### src/rtl/tlbv_pkg.sv
package tlbv_pkg;

    typedef enum logic {
        POL_LRU = 1'b0,
        POL_NLU = 1'b1
    } policy_e;

    typedef enum logic {
        OUT_IDLE    = 1'b0,
        OUT_PRESENT = 1'b1
    } out_state_e;

endpackage

### src/rtl/tlbv_mark.sv
// Sets one used bit in a mask; if that would fill the mask, keeps only that bit.
module tlbv_mark #(
    parameter int N_ENTRIES = 16,
    parameter int IDX_W     = $clog2(N_ENTRIES)
) (
    input  logic [N_ENTRIES-1:0] mask_i,
    input  logic                 set_i,
    input  logic [IDX_W-1:0]     idx_i,
    output logic [N_ENTRIES-1:0] mask_o
);
    logic [N_ENTRIES-1:0] onehot;
    logic [N_ENTRIES-1:0] merged;

    always_comb begin
        onehot = '0;
        for (int i = 0; i < N_ENTRIES; i++) begin
            if (IDX_W'(i) == idx_i) onehot[i] = 1'b1;
        end
        merged = mask_i | onehot;
        if (!set_i)        mask_o = mask_i;
        else if (&merged)  mask_o = onehot;
        else               mask_o = merged;
    end
endmodule

### src/rtl/tlbv_first_clear.sv
// Priority encoder: lowest index whose bit is clear.
module tlbv_first_clear #(
    parameter int N_ENTRIES = 16,
    parameter int IDX_W     = $clog2(N_ENTRIES)
) (
    input  logic [N_ENTRIES-1:0] mask_i,
    output logic [IDX_W-1:0]     idx_o,
    output logic                 found_o
);
    always_comb begin
        idx_o   = '0;
        found_o = 1'b0;
        for (int i = N_ENTRIES - 1; i >= 0; i--) begin
            if (!mask_i[i]) begin
                idx_o   = IDX_W'(i);
                found_o = 1'b1;
            end
        end
    end
endmodule

### src/rtl/tlbv_rotor.sv
// Rotating candidate pointer that steps over the last-used index.
module tlbv_rotor #(
    parameter int N_ENTRIES = 16,
    parameter int IDX_W     = $clog2(N_ENTRIES)
) (
    input  logic             clk,
    input  logic             rst_n,
    input  logic             adv_i,
    input  logic [IDX_W-1:0] last_i,
    output logic [IDX_W-1:0] cand_o
);
    localparam logic [IDX_W-1:0] TOP_IDX = IDX_W'(N_ENTRIES - 1);

    logic [IDX_W-1:0] ptr_q;

    function automatic logic [IDX_W-1:0] step(input logic [IDX_W-1:0] v);
        return (v == TOP_IDX) ? '0 : v + 1'b1;
    endfunction

    always_comb begin
        cand_o = (ptr_q == last_i) ? step(ptr_q) : ptr_q;
    end

    always_ff @(posedge clk or negedge rst_n) begin
        if (!rst_n)     ptr_q <= '0;
        else if (adv_i) ptr_q <= step(cand_o);
    end

    // the candidate never lands on the last-used entry
    p_cand_not_last_r5: assert property (@(posedge clk) disable iff (!rst_n)
        cand_o != last_i);

    // pointer moves only on an allocation
    p_ptr_hold_r6: assert property (@(posedge clk) disable iff (!rst_n)
        !adv_i |=> $stable(ptr_q));
endmodule

### src/rtl/tlb_victim_sel.sv
module tlb_victim_sel
    import tlbv_pkg::*;
#(
    parameter int N_ENTRIES = 16,
    parameter int IDX_W     = $clog2(N_ENTRIES)
) (
    input  logic             clk,
    input  logic             rst_n,
    input  logic             use_vld,
    input  logic [IDX_W-1:0] use_idx,
    input  logic             alloc_req,
    input  logic             policy_sel,
    output logic             victim_vld,
    output logic [IDX_W-1:0] victim_idx
);
    out_state_e           state_q, state_d;
    logic [N_ENTRIES-1:0] mask_q, mask_u, mask_d;
    logic [IDX_W-1:0]     last_q, last_u;
    logic [IDX_W-1:0]     lru_idx, nlu_idx, pick_idx, victim_q;
    logic                 lru_found;
    policy_e              pol;

    assign pol = policy_e'(policy_sel);

    // use strobe is folded in first
    tlbv_mark #(.N_ENTRIES(N_ENTRIES), .IDX_W(IDX_W)) i_mark_use (
        .mask_i(mask_q), .set_i(use_vld), .idx_i(use_idx), .mask_o(mask_u)
    );

    assign last_u = use_vld ? use_idx : last_q;

    tlbv_first_clear #(.N_ENTRIES(N_ENTRIES), .IDX_W(IDX_W)) i_first_clear (
        .mask_i(mask_u), .idx_o(lru_idx), .found_o(lru_found)
    );

    tlbv_rotor #(.N_ENTRIES(N_ENTRIES), .IDX_W(IDX_W)) i_rotor (
        .clk(clk), .rst_n(rst_n), .adv_i(alloc_req), .last_i(last_u), .cand_o(nlu_idx)
    );

    always_comb begin
        unique case (pol)
            POL_LRU: pick_idx = lru_idx;
            POL_NLU: pick_idx = nlu_idx;
            default: pick_idx = lru_idx;
        endcase
    end

    // allocation then marks the victim
    tlbv_mark #(.N_ENTRIES(N_ENTRIES), .IDX_W(IDX_W)) i_mark_alloc (
        .mask_i(mask_u), .set_i(alloc_req), .idx_i(pick_idx), .mask_o(mask_d)
    );

    always_ff @(posedge clk or negedge rst_n) begin
        if (!rst_n) begin
            mask_q   <= '0;
            last_q   <= '0;
            victim_q <= '0;
        end else begin
            mask_q <= mask_d;
            last_q <= alloc_req ? pick_idx : last_u;
            if (alloc_req) victim_q <= pick_idx;
        end
    end

    // output state machine
    always_comb begin
        unique case (state_q)
            OUT_IDLE:    state_d = alloc_req ? OUT_PRESENT : OUT_IDLE;
            OUT_PRESENT: state_d = alloc_req ? OUT_PRESENT : OUT_IDLE;
            default:     state_d = OUT_IDLE;
        endcase
    end

    always_ff @(posedge clk or negedge rst_n) begin
        if (!rst_n) state_q <= OUT_IDLE;
        else        state_q <= state_d;
    end

    always_comb begin
        victim_vld = (state_q == OUT_PRESENT);
        victim_idx = victim_q;
    end

    // checker-side captures of what the allocation saw
    logic [N_ENTRIES-1:0] chk_mask_q;
    logic [IDX_W-1:0]     chk_last_q;
    policy_e              chk_pol_q;

    always_ff @(posedge clk or negedge rst_n) begin
        if (!rst_n) begin
            chk_mask_q <= '0;
            chk_last_q <= '0;
            chk_pol_q  <= POL_LRU;
        end else if (alloc_req) begin
            chk_mask_q <= mask_u;
            chk_last_q <= last_u;
            chk_pol_q  <= pol;
        end
    end

    p_vld_after_req_r2: assert property (@(posedge clk) disable iff (!rst_n)
        alloc_req |=> victim_vld);

    p_vld_only_after_req_r2: assert property (@(posedge clk) disable iff (!rst_n)
        !alloc_req |=> !victim_vld);

    p_lru_clear_bit_r3: assert property (@(posedge clk) disable iff (!rst_n)
        (victim_vld && chk_pol_q == POL_LRU) |-> !chk_mask_q[victim_idx]);

    p_mask_not_full_r4: assert property (@(posedge clk) disable iff (!rst_n)
        !(&mask_q) && lru_found);

    p_nlu_not_last_r5: assert property (@(posedge clk) disable iff (!rst_n)
        (victim_vld && chk_pol_q == POL_NLU) |-> victim_idx != chk_last_q);

    p_alloc_marked_r7: assert property (@(posedge clk) disable iff (!rst_n)
        victim_vld |-> (mask_q[victim_idx] && last_q == victim_idx));

    always_comb begin
        if (!rst_n) p_reset_idle_r9: assert (!victim_vld);
    end
endmodule

### config.mk
export PLATFORM = sky130hd
export DESIGN_NAME = tlb_victim_sel
export DESIGN_NICKNAME = d
export VERILOG_FILES = /design/src/rtl/tlbv_pkg.sv /design/src/rtl/tlbv_mark.sv /design/src/rtl/tlbv_first_clear.sv /design/src/rtl/tlbv_rotor.sv /design/src/rtl/tlb_victim_sel.sv
export SDC_FILE = /design/constraint.sdc
export NUM_CORES = 1
export LEC_CHECK = 0
export CAP_MARGIN = 20
export CORE_MARGIN = 2
export CORE_UTILIZATION = 66
export CTS_CLUSTER_DIAMETER = 200
export CTS_CLUSTER_SIZE = 12
export DETAILED_ROUTE_END_ITERATION = 8
export PLACE_DENSITY = 0.86
export SYNTH_ARGS = -nofsm -noshare
export SYNTH_HDL_FRONTEND = slang
export SYNTH_SLANG_ARGS = --single-unit
### constraint.sdc
create_clock -name clk -period 6 [get_ports clk]
set_input_delay 1.2 -clock clk [delete_from_list [all_inputs] [get_ports clk]]
set_output_delay 1.2 -clock clk [all_outputs]
set_load 0.05 [all_outputs]
==> results.md <==
| Group | Quantity | Reported |
|---|---|---|
| run status | Outcome | completed |
| routing | Count of vias placed by the detailed router | 2995 |
| yosys | Post-synthesis cell area | 2853 um2 |
| floorplan | I/O Pins | 14 |
| placed design | Half-perimeter wire length of the detailed placement result | 5875 um |
| yosys | Number of flops mapped to enable cells by yosys | 0 |
| yosys | Share of the synthesized area in the top cell type | 0.2544 |
| placed design | Placed cell count | 382 |
| clock network | Clock buffer count from CTS | 5 |
| routing | Average routed wire per standard cell | 21.26 um |
| placed design | Post-Place Cell Area | 2923 um2 |
| floorplan | Width of the chip | 69.75 um |
| routing | Via density | 7.679 |
| yosys | Xor and xnor fraction of the mapped netlist area | 0.01228 |
| floorplan | Initial core utilization | 0.6981 |
| layout | Final instance area | 3038 um2 |
| clock network | Clock tree from TritonCTS | built |
| pwr | VDD IR max | 0.4129 mV |
| layout | Count of inserted antenna diode cells | 0 |
| yosys | Simple-gate area share of the yosys netlist | 0.2579 |
| routing | Initial drt markers | 455 |
| yosys | Net count of the mapped netlist | 354 |
| clock network | Post CTS Setup Buffer Count | 0 |
| timing | Transition time at the pin with the least slew margin | 0.9522 ns |
| min path | Hold Path Depth | 1 |
| yosys | Area share of fa/ha/maj cells after synthesis | 0.008772 |
| floorplan | Floorplan die height | 69.75 um |
| placed design | Count of buffers from port buffering | 13 |
| timing | F_max | 179.2 MHz |
| global route | Remaining Overflow, GRT | 0 |
| yosys | Most frequent cell after synthesis | dfrtp_1 |
| timing | Setup violations, final | 0 |
| yosys | Async set-reset flop share out of synthesis | 1.000 |
| critical path | CP Capture Type | flop |
| run | Max cap viols | 0 |
| clock network | CTS clock-pin slew for the worst setup and hold paths | 0.07 ns |
| timing | Final clock period utilization by the worst path | 0.9299 |
| global route | Global-route usage over all layers | 0.3444 |
| yosys | Fraction of synthesized area in multiplexers | 0.09167 |
| layout | Core Util, Final | 0.7434 |
| global route | Initial antenna violation count | 0 |
| timing | Shortest clock period the worst path allows after layout | 5.579 ns |
| floorplan | Core box area | 4086 um2 |
| min path | Kind of path behind the tightest hold check | flop to flop |
| yosys | Most instantiated cells after synthesis | dfrtp_1, nand2_1, nor2_1 |
| layout | Fraction of final layout cells sized beyond drive strength 1 | 0.1176 |
| timing | Slew HR | 0.3632 |
| global route | Number of global-route vias before repair | 2679 |
| global route | Pin count of the biggest net entering global routing | 30 |
| critical path | Critical-path maximum fanout | 16 |
| yosys | Cell taking the most area after synthesis | dfrtp_1 |
| yosys | Top cells by area in the synthesized netlist | dfrtp_1, a21oi_1, o22ai_1 |
| pwr | Leakage power total | 0.001143 uW |
| clock network | Root buffer cell | clkbuf_8 |
| clock network | Resize count post-CTS | 0 |
| timing | Number of pins exceeding their max-slew limit in the final report | 0 |
| yosys | Count of yosys warnings during synthesis | 0 |
| timing | Final hold violations | 0 |
| critical path | Reg2Reg Launch Point | last_q[1] |
| clock network | Maximum level of the CTS H-tree | 2 |
| yosys | Synth Area in Compound Gates | 0.3018 |
| layout | Final net count | 350 |
| critical path | Type of the worst setup path | input port to flop |
| timing | Setup clock skew after layout | 0.009739 ns |
| yosys | Sequential cell area fraction in the yosys report | 0.2544 |
| routing | DRT Pass-1 Iters | 5 |
| routing | Overall routed net length | 8293 um |
| clock network | Buffer depth of the longest clock path | 2 |
| layout | Final standard cell count with taps included and fillers excluded | 390 |
| critical path | Kind of start point of the critical path | input port |
| layout | Area growth from synthesis to layout | 6.491% |
| yosys | Average instance area after synthesis | 8.317 um2 |
| layout | Count of fill cells added during filler insertion | 325 |
| critical path | Data arrival at the endpoint of the critical path | 5.73 ns |
| clock network | Clock latency of the later-clocked register in the worst-skew pair | 0.30 ns |
| critical path | Source of the critical timing path | use_vld |
| yosys | Number of instances in the synthesized netlist | 343 |
| yosys | Number of register bits inferred by synthesis | 29 |
| yosys | Main combinational cell family by area after synthesis | compound AO/OA/AOI/OAI gates |
| critical path | Cell depth of the worst flop-to-flop path | 11 |
| placed design | Placer congestion estimate | 0.9744 |
| min path | Startpoint of the most critical hold path | victim_idx[3] |
| routing | Antenna-violating nets left | 0 |
| critical path | Crit path required time | 6.15 ns |
| floorplan | # rows | 23 |
| clock network | Hold buffer count at cts | 0 |
| pwr | Overall Power | 1666 uW |
| yosys | Most used flip-flop cell after synthesis | dfrtp_1 |
| floorplan | Die area | 4864 um2 |
| pwr | Pwr per Cell Area | 548.3 nW/um2 |
| timing | Fin Setup TNS | 0 ns |
| routing | Post-route DRC violation count | 0 |
| clock network | Total clock sinks | 29 |
| timing | RSZ-0062 raised after global routing | no |
| global route | Wire length of the first global-routing pass | 13570 um |
| yosys | Distinct cell type count after synthesis | 73 |
-- area by class of cell --
cell class	instances	area, um2	area share
timing repair buffer	21	190.2	0.06260
sequential	29	725.7	0.2389
inverter	7	26.28	0.008649
clock buffer	5	68.82	0.02265
tap	50	62.56	0.02059
clock inverter	3	46.29	0.01524
multi-input combinational	275	1918	0.6314
-- registers in the layout (all words and copies together) (netlist names) --
signal         count
mask_q            16
i_rotor.ptr_q      4
last_q             4
victim_idx         4
victim_vld         1
-- path summary, 6_finish.rpt --
path	end	slack, ns
max	mask_q[11]	0.42
min	victim_idx[3]	0.50
max reg2reg	mask_q[11]	1.90
min reg2reg	victim_idx[3]	0.50
max in group asynchronous	mask_q[14]	4.44
min in group asynchronous	i_rotor.ptr_q[3]	1.28
-- worst max-delay path: stages --
cell and delay, ns:
clkdlybuf4s50_1 0.83, mux2i_2 0.33, xnor2_1 0.18, nor4b_1 0.41
mux2i_1 0.51, o32a_1 0.52, nand2b_1 0.26, a32oi_1 0.21
o211ai_1 0.14, nor4b_1 0.36, and4_1 0.61, o22ai_1 0.17
-- where the power goes --
part	leakage, uW	internal (uW)	total (uW)	switching (uW)
registers	0.000315	278	420	142
logic	0.000773	420	1030	611
clock network	0.0000543	124	215	90.4
-- placed cells by master (no fill, tap or decap), types with 3 or more instances in the layout --
| master | instances |
|---|---|
| nand2_1 | 28 |
| o21ai_1 | 3 |
| clkbuf_8 | 5 |
| and2_1 | 5 |
| nor2_1 | 27 |
| a21oi_1 | 25 |
| dfrtp_1 | 29 |
| nand2b_1 | 4 |
| or2_2 | 3 |
| o211ai_1 | 4 |
| nand4b_1 | 5 |
| inv_1 | 7 |
| o31ai_1 | 3 |
| clkdlybuf4s50_1 | 13 |
| mux2_1 | 4 |
| mux2_2 | 7 |
| a32oi_1 | 10 |
| nor4_1 | 3 |
| xnor2_1 | 4 |
| a21o_1 | 3 |
| a31oi_1 | 5 |
| mux2i_1 | 11 |
| or3_1 | 4 |
| buf_4 | 8 |
| a32o_1 | 3 |
| nand3_1 | 9 |
| nor3_1 | 7 |
| o21ai_0 | 10 |
| o22ai_1 | 18 |
| nand3b_1 | 5 |
| a22oi_1 | 11 |
-- metrics by stage --
step	hold WS, ns	setup slack (ns)
final	0.4952	0.4206
after global placement	0.4641	0.2890
after floorplan	0.5405	1.775
after CTS	0.5034	0.5456
after global routing	0.5277	0.2201
after detailed placement	0.4836	0.2601
-- routing by layer --
layer | vias to the layer above | track usage | part of all wire
li1 | 1319 | - | -
met1 | 1428 | 0.4845 | 0.41
met2 | 215 | 0.5224 | 0.45
met3 | 33 | 0.08721 | 0.11
met4 | 0 | 0.1047 | 0.023
met5 | - | 0 | 0
-- cell families (layout without fill, tap and decap cells) --
| group | after synthesis | after routing |
|---|---|---|
| adders and majority gates | 2 | 2 |
| and+or+nand+nor | 125 | 125 |
| DFF | 29 | 29 |
| AOI/OAI and AO/OA | 120 | 120 |
| xor gates and xnor gates | 4 | 4 |
| buffers and inverters | 39 | 36 |
| muxes | 24 | 24 |
Power figures use the tool's default switching activity.
